## src/rtl/rng_harvest_pkg.sv

```systemverilog
package rng_harvest_pkg;

    typedef enum logic [3:0] {
        ST_BOOT,
        ST_MASK_RD,
        ST_MASK_WR,
        ST_WARM_WR,
        ST_RUN_RD,
        ST_RUN_WR,
        ST_WAIT,
        ST_POLL,
        ST_FETCH,
        ST_HALT_RD,
        ST_HALT_WR,
        ST_HAND,
        ST_DEAD
    } hst_e;

    localparam int RUN_BIT     = 0;
    localparam int FAST_BIT    = 1;
    localparam int IRQ_OFF_BIT = 0;
    localparam int LEVEL_LSB   = 24;
    localparam int LEVEL_W     = 8;

endpackage

```

## src/rtl/rng_tick_timer.sv

```systemverilog
module rng_tick_timer #(
    parameter int CNT_W = 12
) (
    input  logic             clk,
    input  logic             rst_n,
    input  logic             load,
    input  logic [CNT_W-1:0] load_val,
    input  logic             run,
    input  logic             tick,
    output logic             expired
);
    logic [CNT_W-1:0] cnt_d, cnt_q;

    always_comb begin
        cnt_d = cnt_q;
        if (load) begin
            cnt_d = load_val;
        end else if (run && tick && cnt_q != '0) begin
            cnt_d = cnt_q - CNT_W'(1);
        end
    end

    always_ff @(posedge clk) begin
        if (!rst_n) cnt_q <= '0;
        else        cnt_q <= cnt_d;
    end

    assign expired = (cnt_q == '0);

    assert_count_down_R2: assert property (@(posedge clk) disable iff (!rst_n)
        (!load && run && !tick) |=> (cnt_q == $past(cnt_q)));

endmodule

```

## src/rtl/rng_word_collect.sv

```systemverilog
module rng_word_collect #(
    parameter int DATA_W = 32,
    parameter int WORDS  = 4,
    parameter int CNT_W  = 3
) (
    input  logic                    clk,
    input  logic                    rst_n,
    input  logic                    clr,
    input  logic                    wr,
    input  logic [DATA_W-1:0]       wdata,
    output logic [WORDS*DATA_W-1:0] words,
    output logic [CNT_W-1:0]        count
);
    logic [CNT_W-1:0] fill_d, fill_q;

    always_comb begin
        fill_d = fill_q;
        if (clr)     fill_d = '0;
        else if (wr) fill_d = fill_q + CNT_W'(1);
    end

    always_ff @(posedge clk) begin
        if (!rst_n) fill_q <= '0;
        else        fill_q <= fill_d;
    end

    for (genvar g = 0; g < WORDS; g++) begin : g_slot
        logic [DATA_W-1:0] slot_d, slot_q;
        always_comb begin
            slot_d = slot_q;
            if (wr && !clr && fill_q == CNT_W'(g)) slot_d = wdata;
        end
        always_ff @(posedge clk) begin
            if (!rst_n) slot_q <= '0;
            else        slot_q <= slot_d;
        end
        assign words[g*DATA_W +: DATA_W] = slot_q;
    end

    assign count = fill_q;

    assert_slot_free_R3: assert property (@(posedge clk) disable iff (!rst_n)
        wr |-> (fill_q < CNT_W'(WORDS)));

endmodule

```

## src/rtl/rng_harvester.sv

```systemverilog
module rng_harvester
    import rng_harvest_pkg::*;
#(
    parameter int          DATA_W        = 32,
    parameter int          ADDR_W        = 4,
    parameter int          WORDS         = 4,
    parameter int          TICKS_PER_SEC = 1000,
    parameter int          FIRST_SECS    = 1,
    parameter int          REST_SECS     = 4,
    parameter int          THR_W         = 8,
    parameter int          UNDER_W       = 16,
    parameter logic [31:0] WARMUP        = 32'h0004_0000,
    parameter int          ADDR_CTRL     = 0,
    parameter int          ADDR_STAT     = 1,
    parameter int          ADDR_DATA     = 2,
    parameter int          ADDR_MASK     = 4,
    localparam int         CNT_OUT_W     = $clog2(WORDS + 1)
) (
    input  logic                    clk,
    input  logic                    rst_n,
    input  logic                    tick,
    input  logic                    fast_req,
    input  logic [THR_W-1:0]        stall_thr,
    output logic                    bus_req,
    output logic                    bus_we,
    output logic [ADDR_W-1:0]       bus_addr,
    output logic [DATA_W-1:0]       bus_wdata,
    input  logic                    bus_ack,
    input  logic [DATA_W-1:0]       bus_rdata,
    output logic                    batch_valid,
    output logic [CNT_OUT_W-1:0]    batch_count,
    output logic [WORDS*DATA_W-1:0] batch_words,
    output logic [UNDER_W-1:0]      underrun_cnt
);
    localparam int          TMR_W     = $clog2(TICKS_PER_SEC * REST_SECS + 1);
    localparam logic [TMR_W-1:0] FIRST_WAIT = TMR_W'(TICKS_PER_SEC * FIRST_SECS);
    localparam logic [TMR_W-1:0] REST_WAIT  = TMR_W'(TICKS_PER_SEC * REST_SECS);
    localparam logic [DATA_W-1:0] RUN_M  = DATA_W'(1) << RUN_BIT;
    localparam logic [DATA_W-1:0] FAST_M = DATA_W'(1) << FAST_BIT;
    localparam logic [DATA_W-1:0] IRQ_M  = DATA_W'(1) << IRQ_OFF_BIT;

    typedef struct packed {
        hst_e                 st;
        logic [DATA_W-1:0]    hold;
        logic [CNT_OUT_W-1:0] need;
        logic [CNT_OUT_W-1:0] burst;
        logic [THR_W-1:0]     empties;
        logic                 stalled;
        logic                 dying;
        logic                 in_harv;
        logic [UNDER_W-1:0]   under;
    } regs_t;

    regs_t r_d, r_q;

    logic              tmr_load, tmr_expired, col_clr, col_wr;
    logic [TMR_W-1:0]  tmr_val;
    logic [LEVEL_W-1:0] level;
    logic [CNT_OUT_W-1:0] take;
    logic [THR_W:0]    empties_nx;

    assign level      = bus_rdata[LEVEL_LSB +: LEVEL_W];
    assign take       = (LEVEL_W'(r_q.need) > level) ? CNT_OUT_W'(level) : r_q.need;
    assign empties_nx = {1'b0, r_q.empties} + (THR_W+1)'(1);

    always_comb begin
        r_d       = r_q;
        bus_req   = 1'b0;
        bus_we    = 1'b0;
        bus_addr  = '0;
        bus_wdata = '0;
        tmr_load  = 1'b0;
        tmr_val   = REST_WAIT;
        col_clr   = 1'b0;
        col_wr    = 1'b0;
        unique case (r_q.st)
            ST_BOOT: r_d.st = ST_MASK_RD;
            ST_MASK_RD: begin
                bus_req  = 1'b1;
                bus_addr = ADDR_W'(ADDR_MASK);
                if (bus_ack) begin
                    r_d.hold = bus_rdata;
                    r_d.st   = ST_MASK_WR;
                end
            end
            ST_MASK_WR: begin
                bus_req   = 1'b1;
                bus_we    = 1'b1;
                bus_addr  = ADDR_W'(ADDR_MASK);
                bus_wdata = r_q.hold | IRQ_M;
                if (bus_ack) r_d.st = ST_WARM_WR;
            end
            ST_WARM_WR: begin
                bus_req   = 1'b1;
                bus_we    = 1'b1;
                bus_addr  = ADDR_W'(ADDR_STAT);
                bus_wdata = DATA_W'(WARMUP);
                if (bus_ack) r_d.st = ST_RUN_RD;
            end
            ST_RUN_RD, ST_HALT_RD: begin
                bus_req  = 1'b1;
                bus_addr = ADDR_W'(ADDR_CTRL);
                if (bus_ack) begin
                    r_d.hold = bus_rdata;
                    r_d.st   = (r_q.st == ST_RUN_RD) ? ST_RUN_WR : ST_HALT_WR;
                end
            end
            ST_RUN_WR: begin
                bus_req   = 1'b1;
                bus_we    = 1'b1;
                bus_addr  = ADDR_W'(ADDR_CTRL);
                bus_wdata = r_q.hold | RUN_M | (fast_req ? FAST_M : '0);
                if (bus_ack) begin
                    if (r_q.in_harv) begin
                        r_d.st = ST_POLL;
                    end else begin
                        r_d.st   = ST_WAIT;
                        tmr_load = 1'b1;
                        tmr_val  = FIRST_WAIT;
                    end
                end
            end
            ST_WAIT: begin
                if (tmr_expired) begin
                    r_d.st      = ST_POLL;
                    r_d.in_harv = 1'b1;
                    r_d.need    = CNT_OUT_W'(WORDS);
                    r_d.empties = '0;
                    r_d.stalled = 1'b0;
                    col_clr     = 1'b1;
                end
            end
            ST_POLL: begin
                bus_req  = 1'b1;
                bus_addr = ADDR_W'(ADDR_STAT);
                if (bus_ack) begin
                    if (level == '0) begin
                        r_d.under = r_q.under + UNDER_W'(1);
                        if (empties_nx >= {1'b0, stall_thr}) begin
                            r_d.st      = ST_HALT_RD;
                            r_d.dying   = r_q.stalled;
                            r_d.stalled = 1'b1;
                            r_d.empties = '0;
                        end else begin
                            r_d.empties = empties_nx[THR_W-1:0];
                        end
                    end else begin
                        r_d.empties = '0;
                        r_d.burst   = take;
                        r_d.st      = ST_FETCH;
                    end
                end
            end
            ST_FETCH: begin
                bus_req  = 1'b1;
                bus_addr = ADDR_W'(ADDR_DATA);
                if (bus_ack) begin
                    col_wr    = 1'b1;
                    r_d.need  = r_q.need - CNT_OUT_W'(1);
                    r_d.burst = r_q.burst - CNT_OUT_W'(1);
                    if (r_q.burst == CNT_OUT_W'(1))
                        r_d.st = (r_q.need == CNT_OUT_W'(1)) ? ST_HAND : ST_POLL;
                end
            end
            ST_HALT_WR: begin
                bus_req   = 1'b1;
                bus_we    = 1'b1;
                bus_addr  = ADDR_W'(ADDR_CTRL);
                bus_wdata = r_q.hold & ~RUN_M;
                if (bus_ack) r_d.st = r_q.dying ? ST_HAND : ST_MASK_RD;
            end
            ST_HAND: begin
                r_d.in_harv = 1'b0;
                if (r_q.dying) begin
                    r_d.st = ST_DEAD;
                end else begin
                    r_d.st   = ST_WAIT;
                    tmr_load = 1'b1;
                    tmr_val  = REST_WAIT;
                end
            end
            ST_DEAD: r_d.st = ST_DEAD;
            default: r_d.st = ST_DEAD;
        endcase
    end

    always_ff @(posedge clk) begin
        if (!rst_n) begin
            r_q    <= '0;
            r_q.st <= ST_BOOT;
        end else begin
            r_q <= r_d;
        end
    end

    rng_tick_timer #(.CNT_W(TMR_W)) u_timer (
        .clk      (clk),
        .rst_n    (rst_n),
        .load     (tmr_load),
        .load_val (tmr_val),
        .run      (r_q.st == ST_WAIT),
        .tick     (tick),
        .expired  (tmr_expired)
    );

    rng_word_collect #(.DATA_W(DATA_W), .WORDS(WORDS), .CNT_W(CNT_OUT_W)) u_collect (
        .clk   (clk),
        .rst_n (rst_n),
        .clr   (col_clr),
        .wr    (col_wr),
        .wdata (bus_rdata),
        .words (batch_words),
        .count (batch_count)
    );

    assign batch_valid  = (r_q.st == ST_HAND);
    assign underrun_cnt = r_q.under;

    assert_hold_req_R9: assert property (@(posedge clk) disable iff (!rst_n)
        (bus_req && !bus_ack) |=> (bus_req && $stable(bus_addr) && $stable(bus_we)
                                   && $stable(bus_wdata)));

    assert_batch_pulse_R4: assert property (@(posedge clk) disable iff (!rst_n)
        batch_valid |=> !batch_valid);

    assert_full_batch_R4: assert property (@(posedge clk) disable iff (!rst_n)
        (batch_valid && !r_q.dying) |-> (batch_count == CNT_OUT_W'(WORDS)));

    assert_under_step_R5: assert property (@(posedge clk) disable iff (!rst_n)
        1'b1 |=> (underrun_cnt == $past(underrun_cnt)
                  || underrun_cnt == $past(underrun_cnt) + UNDER_W'(1)));

    assert_dead_quiet_R7: assert property (@(posedge clk) disable iff (!rst_n)
        (r_q.st == ST_DEAD) |=> (!bus_req && !batch_valid));

endmodule

```

## config.mk

```make
export PLATFORM = sky130hd
export DESIGN_NAME = rng_harvester
export DESIGN_NICKNAME = d
export VERILOG_FILES = /design/src/rtl/rng_harvest_pkg.sv /design/src/rtl/rng_tick_timer.sv /design/src/rtl/rng_word_collect.sv /design/src/rtl/rng_harvester.sv
export SDC_FILE = /design/constraint.sdc
export NUM_CORES = 1
export LEC_CHECK = 0
export BUFFER_PORTS_ARGS = -buffer_cell sky130_fd_sc_hd__buf_4
export CAP_MARGIN = 20
export CORE_ASPECT_RATIO = 0.8
export CORE_MARGIN = 3
export CORE_UTILIZATION = 50
export DETAILED_ROUTE_END_ITERATION = 10
export GPL_TIMING_DRIVEN = 1
export PLACE_DENSITY = 0.79
export SLEW_MARGIN = 10
export SYNTH_ARGS = -nofsm -noshare
export SYNTH_HDL_FRONTEND = slang
export SYNTH_SLANG_ARGS = --single-unit
```

## constraint.sdc

```tcl
create_clock -name clk -period 3.4 [get_ports clk]
set_clock_uncertainty 0.2 [all_clocks]
set_input_delay 0.34 -clock clk [delete_from_list [all_inputs] [get_ports clk]]
set_output_delay 0.34 -clock clk [all_outputs]
set_load 0.02 [all_outputs]
```

## After elaboration in Yosys (flattened, before gate mapping)

Index checks and enable logic that the tools add are counted.

| word-level totals | value |
|---|---|
| flip-flop bits (word level) | 212 |
| bits of input ports | 45 |
| output and inout port bits | 186 |
| logic and storage cells | 141 |

| operators by class | value |
|---|---|
| add/subtract/negate cells | 6 |
| order comparisons | 2 |
| equal/unequal tests | 30 |
| mux-type cells | 52 |
| bitwise logic cells | 2 |
| reduce and logical (&&, ||, !) cells | 34 |

Operators with widths:

| operator | number |
|---|---|
| case mux 32 bit (4 select lines) | 1 |
| two-way mux 36 bit | 2 |
| case mux 32 bit (2 select lines) | 1 |
| two-way mux 12 bit | 5 |
| two-way mux 4 bit | 14 |
| case mux 4 bit (11 select lines) | 1 |
| bitwise OR 32 x 2 -> 32 bit | 1 |
| inequality test 2 bit (second input constant) | 13 |
| case mux 9 bit (2 select lines) | 1 |
| adder 16 x 1 -> 16 bit (second input constant) | 1 |
| equality test 4 x 3 -> 1 bit (second input constant) | 4 |
| equality test 4 bit (second input constant) | 4 |
| two-way mux 8 bit | 2 |
| two-way mux 13 bit | 1 |
| logical NOT 12 bit | 1 |
| case mux 3 bit (2 select lines) | 2 |
| AND reduction 3 bit | 4 |
| nonzero test 12 bit | 1 |
| nonzero test 2 bit | 6 |
| subtractor 12 x 1 -> 12 bit (second input constant) | 1 |
| two-way mux 1 bit | 11 |
| AND reduction 11 bit | 1 |
| adder 8 x 1 -> 9 bit (second input constant) | 1 |
| equality test 3 x 1 -> 1 bit (second input constant) | 3 |
| 26 further kinds | 44 |

## Logic depth before layout (Yosys ltp)

Gate-level depths: netlist (run 1).

| depth | value |
|---|---|
| depth in word-level cells | 6 |
| depth in mapped cells | 11 |
| gate-level depth less buffers | 11 |

## Cells and area by module

A second synthesis (run 1) with hierarchy kept.

| second synthesis, totals | value |
|---|---|
| cells, all modules | 1,053 |
| area total of the unflattened synthesis | 9,645.5 sq um |

Modules (own cells, without submodules):

| module | times used | cells each | area an instance (sq um) |
|---|---|---|---|
| rng_word_collect | 1 | 473 | 4,969.8 |
| rng_harvester | 1 | 491 | 3,951.3 |
| rng_tick_timer | 1 | 89 | 724.4 |

## Worst setup path after synthesis (run 1)

Ideal clock, no wire load.

| timing | value |
|---|---|
| path type | register to register |
| start point | register u_timer.cnt_q[0] |
| end point | register r_q[20] (netlist bit) |
| arrival time | 2.562 ns |
| data required time | 3.083 ns |
| slack | 0.521 ns |
| stages on the path, launching flop included | 11 |
| path buffers | 3 |
| clock period less this slack | 2.879 ns |
| cell sequence | dfxtp_1 > inv_1 > ha_1 > or3b_1 > or4_1 > buf_2 > or4_1 > buf_2 > and3_1 > buf_6 > a22o_1 |

| between the ends | value |
|---|---|
| longest elaborated chain between the ends | 3 |

Ends and longest elaborated chain:

| item | RTL line | source |
|---|---|---|
| start, declared | rng_tick_timer.sv:12 | `logic [CNT_W-1:0] cnt_d, cnt_q;` |
| start signal, assigned | rng_tick_timer.sv:25 | `else cnt_q <= cnt_d;` |
| logical NOT 12 bit | rng_tick_timer.sv:28 | `assign expired = (cnt_q == '0);` |
| inequality test 2 bit (no line) | -- |  |
| AND reduction 3 bit (no line) | -- |  |
| end signal, assigned | rng_harvester.sv:192 | `r_q <= r_d;` |
| end, declared | rng_harvester.sv:54 | `regs_t r_d, r_q;` |

Every way passes these cells.
A chain may end at the register's enable or synchronous reset.

## Final worst setup path (run 1)

| timing | value |
|---|---|
| start point | register u_timer.cnt_q[0] |
| end point | register r_q[23] (netlist bit) |

The elaborated chain is that of the path after synthesis.

==> results of run 1 <==
==> cell families after synthesis <==
kind of cell / Yosys count / synth area share, %
AOI/OAI and AO/OA: 233 / 14.1
xor gates and xnor gates: 30 / 2.96
adders and majority gates: 23 / 3.24
buffers and inverters: 119 / 5.85
DFF: 211 / 47.5
muxes: 8 / 0.943
other: 1 / 0.0422
and+or+nand+nor: 522 / 25.3
==> where the power goes <==
part	internal, uW	switching, uW
combinational	373	568
sequential	2570	109
clock	1420	981
==> per-stage QoR <==
step                      area, um^2  hold WS, ns
after CTS                      11600      0.00134
after detailed placement       10600        0.247
final                          11700       0.0213
after floorplan                 8890        0.227
after global routing           11700       0.0273
after global placement         10600        0.242
==> sequential cells by signal, indices dropped and copies added (netlist names) <==
register	cells
u_collect.g_slot.slot_q	128
r_q	52
underrun_cnt	16
u_collect.count	3
u_timer.cnt_q	12
==> placed cells by master (no fill, tap or decap), drive strengths merged, types with 3 or more instances in the layout <==
cell         count
a211oi           3
a21o             4
a21oi          186
a22o             4
a31oi            4
and2             7
and3             8
buf            246
bufinv           3
clkbuf          27
clkinv           5
dfxtp          211
dlygate4sd3     33
ha              23
inv             29
mux2             3
mux2i            5
nand2          356
nand2b           8
nand3           20
nand4            9
nor2            44
nor2b           32
nor3            14
nor4             4
o211ai           3
o21a             3
o21ai           17
or3              5
or4              6
xnor2           19
xor2            11
==> layout make-up <==
class / instances / share of cell area [%]
Sequential cell: 211 / 36.2
Timing Repair Buffer: 279 / 18.8
Clock buffer: 27 / 4.87
Tap cell: 220 / 2.36
Multi-Input combinational cell: 817 / 35.6
Inverter: 28 / 0.944
Clock inverter: 11 / 1.22
==> final timing paths <==
kind | from | to | slack, ns | depth (start not counted)
hold / removal | bus_ack | r_q[27]$_SDFFE_PN0P_ | 0.02 | 3
setup reg to reg | u_timer.cnt_q[0]$_SDFFE_PN0P_ | r_q[23]$_SDFFE_PN0P_ | 0.40 | 7
setup / recovery | u_timer.cnt_q[0]$_SDFFE_PN0P_ | r_q[23]$_SDFFE_PN0P_ | 0.40 | 7
hold reg to reg | u_collect.g_slot[2].slot_q[7]$_SDFFE_PN0P_ | u_collect.g_slot[2].slot_q[7]$_SDFFE_PN0P_ | 0.25 | 2
==> repair_timing <==
action                     in CTS  in global routing
hold buffers                   33                  0
setup endpoints to repair       0                  0
buffers inserted                0                  0
hold endpoints to repair      160                  0
==> per-layer routing <==
layer  part of all wire [%]  track usage, %
met5                      0               0
met4                    2.8            7.27
met3                     10            7.50
met2                     45            41.5
met1                     42            35.6
==> worst register-to-register path, delay by kind of cell (launching register included) <==
kind | cells | cell delay (ns)
flip-flops | 1 | 0.32
adder cells (fa/ha/maj) | 1 | 0.16
AND/OR/NAND/NOR | 4 | 1.87
AO/OA/AOI/OAI | 1 | 0.26
buffers and inverters | 1 | 0.08
==> results by group, run 1 <==
Synthesis
  • FFs w/ async S/R, synth: 0%
  • Most frequent cells after synthesis: nand2_1, dfxtp_1, a21oi_1
  • Synthesis-stage register bit count: between 200 and 250
  • Mapped Area: about 0.009 mm^2
  • Most common cell in the netlist: nand2_1
  • Synth cell types: 50
  • Top cell type by total area after synthesis: dfxtp_1
  • Seq/Total Area, Yosys: 47.5%
  • Share of the synthesized area in the top cell type: a little under half
  • Synth top area cells: dfxtp_1, nand2_1, a21oi_1
  • Synthesized area per cell: roughly 7.8 um^2
  • Mapped Cells: 1147
  • Post-Syn Nets: 1215
  • Ys flop type: dfxtp_1
  • EDFF count, synth: 0
  • Yosys warns: 0

Floorplan
  • Starting Density: 52.4%
  • Placeable Area: 0.0170 mm^2
  • Row cnt: 42
  • Io pins: 231
  • Die W: approximately 160 um
  • Die height: 125 um
  • Die Footprint: 0.0194 mm^2

Final layout
  • Final Non-Filler Cells: 1593
  • Filler Cell Count: 1374
  • Area Overhead vs Synth: 31.3%
  • Storage cell area: 0.00422 mm^2
  • Nets: 1426
  • Share of cells above drive strength 1: 21.2%
  • Ant diodes: 0
  • Multi-input logic area: 0.00415 mm^2
  • Fin util: between 60% and 70%

Timing
  • Max-slew violation count: 0
  • Fmax: 334 MHz
  • Final hold violations: 0
  • RSZ-0062 raised after global routing: no
  • Slack of the critical path: 0.402 ns
  • Setup TNS: 0 ns
  • Slew @ Worst Pin: 0.695 ns
  • # setup viols final: 0
  • Max transition margin: between 50% and 60%
  • Final Cycle Share: 88.2%
  • Period minus WS final: 3.00 ns

Setup path
  • Crit path kind: register to register
  • CP most frequent cell: or4_1
  • Worst path cell trace: inv_1, ha_1, or3b_1, or4_1, or4_1, and3_1, a22o_1
  • CP required: 3.58 ns
  • Crit path buffers/inverters: 1
  • Crit. End Element: register
  • Crit Path Max Fanout: 8
  • Worst Path Arrival: 3.18 ns
  • Startpoint Class: register
  • Slowest cell delay on critical path: 0.58 ns
  • Crit-path slowest cell: or4_1
  • Cell family with most CP delay: simple AND/OR/NAND/NOR gates

GRT
  • Pin count of the biggest net entering global routing: 106
  • Gr ovfl total: 0
  • Initial antenna violation count: 0
  • Overall routing resource usage: 26.3%
  • Vias in the first global route: roughly 8.0k
  • First-pass GRT wire length: 42100 um

Place
  • Final RePlAce weighted congestion: 0.866
  • Inst Count DP: 1521
  • Setup WS pre-CTS: 0.458 ns
  • DPL Wire Length: 18000 um
  • IO Port Bufs: 229

Clock network
  • Insertion delay to the later sink of the worst-skew pair: 0.50 ns
  • Clk root buf: clkbuf_16
  • H-tree depth: 1
  • TritonCTS Sinks: 211
  • CTS buffer count: 21
  • CTS-repair resized insts: 0
  • Clock Pin Slew Worst Setup and Hold Paths: 0.06 ns
  • CTS tree: built
  • Max clock buf depth: 3

Power
  • Maximum VDD drop: between 0.3 and 0.4 mV
  • Lkg Pwr: 0.00473 uW
  • Pwr Total: 6020 uW
  • Power per cell area: 516 mW/mm^2

Min path
  • Hold WC Path Type: input port to register

Job
  • Max-cap violations: 0

Detailed routing
  • Routed vias/inst: 5.40
  • Drt first pass iters: 5
  • Avg WL per Cell: ~17 um
  • WL final: approximately 27000 um
  • DR iter-0 viols: 509
  • Antenna-violating nets left: 0
  • DRC Markers: 0
  • Vias: between 8k and 9k

Outcome
  • Status: complete, no violations
Power figures use the tool's default switching activity.
==> run 2, diff against run 1 <==
Settings changed: CORE_ASPECT_RATIO 0.8 to 0.5.
==> results by group, run 2 (synthesis gave the netlist of run 1 again) <==
Outcome
  • Status: complete, no violations

Min path
  • Hold Crit Start: bus_ack
  • Hold WC Path Type: input port to register

Final layout
  • Filler Cell Count: 1361 (-0.95%)
  • Area Overhead vs Synth: 30.4%
  • Final Non-Filler Cells: 1597 (+0.25%)
  • Most frequent cells in the layout: nand2_1, buf_4, dfxtp_1
  • Largest register by flop count: u_collect.g_slot.slot_q
  • Most common cell after layout, fill and taps aside: nand2_1
  • Nets: 1424 (-0.14%)
  • Ant diodes: 0 (unchanged)
  • Fin util: 68.6% (-0.12 points)
  • Max reg flops: 128 (unchanged)
  • Share of cells above drive strength 1: 20.9% (-0.25 points)

Place
  • DPL Wire Length: 17700 um (-1.9%)
  • Final RePlAce weighted congestion: 0.845 (-2.4%)
  • IO Port Bufs: 229 (unchanged)
  • Inst Count DP: 1528 (+0.46%)
  • Setup WS pre-CTS: 0.314 ns (-0.144 ns)

Power
  • Psw: 1610 uW (-2.7%)
  • Combinational fraction of design power: 16.3% (+0.7 points)
  • Maximum VDD drop: 0.398 mV (+9.2%)
  • Lkg Pwr: 0.00470 uW (-0.69%)
  • Sw frac: 28.0% (+0.52 points)
  • Internal power: 4140 uW (-5.2%)
  • Share of power burned in registers: 46.1% (+1.6 points)
  • Power per cell area: 496 mW/mm^2 (-3.9%)
  • Clock power frac: 37.5% (-2.4 points)

Timing
  • # setup viols final: 0 (unchanged)
  • Slack of the critical path: 0.283 ns (-0.120 ns)
  • Final hold violations: 0 (unchanged)
  • Period minus WS final: 3.12 ns (+0.120 ns)
  • Max-slew violation count: 0 (unchanged)
  • Fmax: 321 MHz (-3.8%)
  • Final Cycle Share: 91.7% (+3.5 points)
  • Max transition margin: 36.1% (-18 points)
  • Setup TNS: 0 ns (unchanged)
  • RSZ-0062 raised after global routing: no
  • Worst hold slack: 0.0251 ns (+0.00372 ns)
  • Slew @ Worst Pin: 0.959 ns (+0.264 ns)

Job
  • Max-cap violations: 0 (unchanged)

Clock network
  • CTS buffer count: 20 (-4.8%)
  • Post-CTS Setup Repair Bufs: 0 (unchanged)
  • Clk root buf: clkbuf_16
  • CTS tree: built
  • Clock Pin Slew Worst Setup and Hold Paths: 0.07 ns (about the same)
  • H-tree depth: 1 (unchanged)
  • TritonCTS Sinks: 211 (unchanged)
  • Insertion delay to the later sink of the worst-skew pair: 0.49 ns (about the same)
  • Max clock buf depth: 3 (unchanged)

Setup path
  • CP most frequent cell: or4_1
  • Crit path buffers/inverters: 1 (unchanged)
  • Startpoint Class: register
  • Worst path cell trace: inv_1, ha_1, or3b_1, or4_1, or4_1, and3_1, a22o_1
  • CP required: 3.58 ns (about the same)
  • Slowest cell delay on critical path: 0.63 ns (+0.05 ns)
  • Crit Path Max Fanout: 8 (unchanged)
  • Worst Path Arrival: 3.30 ns (+0.12 ns)
  • Setup crit start: u_timer.cnt_q[0]$_SDFFE_PN0P_
  • Crit. End Element: register
  • Worst r2r src: u_timer.cnt_q[0]$_SDFFE_PN0P_
  • Crit-path slowest cell: or4_1
  • Cell family with most CP delay: simple AND/OR/NAND/NOR gates
  • Crit path kind: register to register

Floorplan
  • Die height: 100 um (-20%)
  • Die W: 195 um (+25%)
  • Die Footprint: 0.0195 mm^2 (+0.45%)
  • Io pins: 231 (unchanged)
  • Placeable Area: 0.0169 mm^2 (-0.51%)
  • Starting Density: 52.6% (+0.27 points)
  • Row cnt: 33 (-21%)

GRT
  • Gr ovfl total: 0 (unchanged)
  • Initial antenna violation count: 0 (unchanged)
  • Overall routing resource usage: 26.0% (-0.30 points)
  • Pin count of the biggest net entering global routing: 185 (+75%)
  • First-pass GRT wire length: 42100 um (about the same)
  • Vias in the first global route: 8390 (+4.8%)

Detailed routing
  • DRC Markers: 0 (unchanged)
  • Avg WL per Cell: 16.6 um (-1.3%)
  • WL final: 26500 um (-1.1%)
  • DR iter-0 viols: 491 (-3.5%)
  • Routed vias/inst: 5.37 (-0.46%)
  • Drt first pass iters: 5 (unchanged)
  • Antenna-violating nets left: 0 (unchanged)
  • Vias: 8580 (-0.21%)
==> run 2: cell types whose count changed in the layout (fill, tap and decap cells not counted), sizes merged <==
| cell | previous run | this run |
|---|---|---|
| clkinv | 5 | 6 |
| buf | 246 | 245 |
| clkbuf | 27 | 30 |
| bufinv | 3 | 0 |
| clkinvlp | 2 | 0 |
| inv | 29 | 28 |
==> run 2: final cells by class <==
| cell class | count | area (um^2) | share of cell area (%) |
|---|---|---|---|
| Clock buffer | 30 | 588 | 5.07 |
| Clock inverter | 6 | 45.0 | 0.389 |
| Inverter | 28 | 108 | 0.928 |
| Multi-Input combinational cell | 817 | 4150 | 35.8 |
| Sequential cell | 211 | 4220 | 36.4 |
| Tap cell | 227 | 284 | 2.45 |
| Timing Repair Buffer | 278 | 2190 | 18.9 |
==> run 2: worst min-delay path, stage by stage <==
cell and delay [ns]:
buf_4 0.18, nand4_1 0.09, a21oi_1 0.06
==> run 2: final timing paths <==
path	slack [ns]	cells after the start	to
worst min register to register	0.25	2	r_q[45]$_SDFFE_PN0P_
worst min-delay path	0.03	3	r_q[27]$_SDFFE_PN0P_
worst max-delay path	0.28	7	r_q[22]$_SDFFE_PN0P_
worst max register to register	0.28	7	r_q[22]$_SDFFE_PN0P_
==> run 2: metal layers <==
| metal | routed length (um) | track usage (%) | share of wire, % | up-vias |
|---|---|---|---|---|
| met1 | 11200 | 31.7 | 42 | 4092 |
| met3 | 1570 | 6.14 | 5.9 | 73 |
| met2 | 12800 | 45.5 | 48 | 248 |
| met4 | 947 | 10.1 | 3.6 | 0 |
| li1 | - | - | - | 4167 |
| met5 | 0 | 0 | 0 | - |
==> run 2: power groups by stage <==
stage | logic, uW | registers (uW) | clock network [uW]
2_1_floorplan | 621 | 2670 | 0
3_3_place_gp | 881 | 2700 | 0
3_5_place_dp | 894 | 2700 | 0
4_1_cts | 932 | 2650 | 2190
5_1_grt | 1030 | 2670 | 2300
6_report | 939 | 2650 | 2160
==> run 2: per-stage QoR <==
step	power [uW]	area, um^2
after floorplan	3290	8890
after global placement	3580	10600
after detailed placement	3600	10600
after CTS	5780	11600
after global routing	6000	11600
final	5750	11600
==> run 2: repair_timing <==
action	CTS	global route
endpoints found under the hold margin	160	0
hold buffers	33	0
resized for setup	0	0
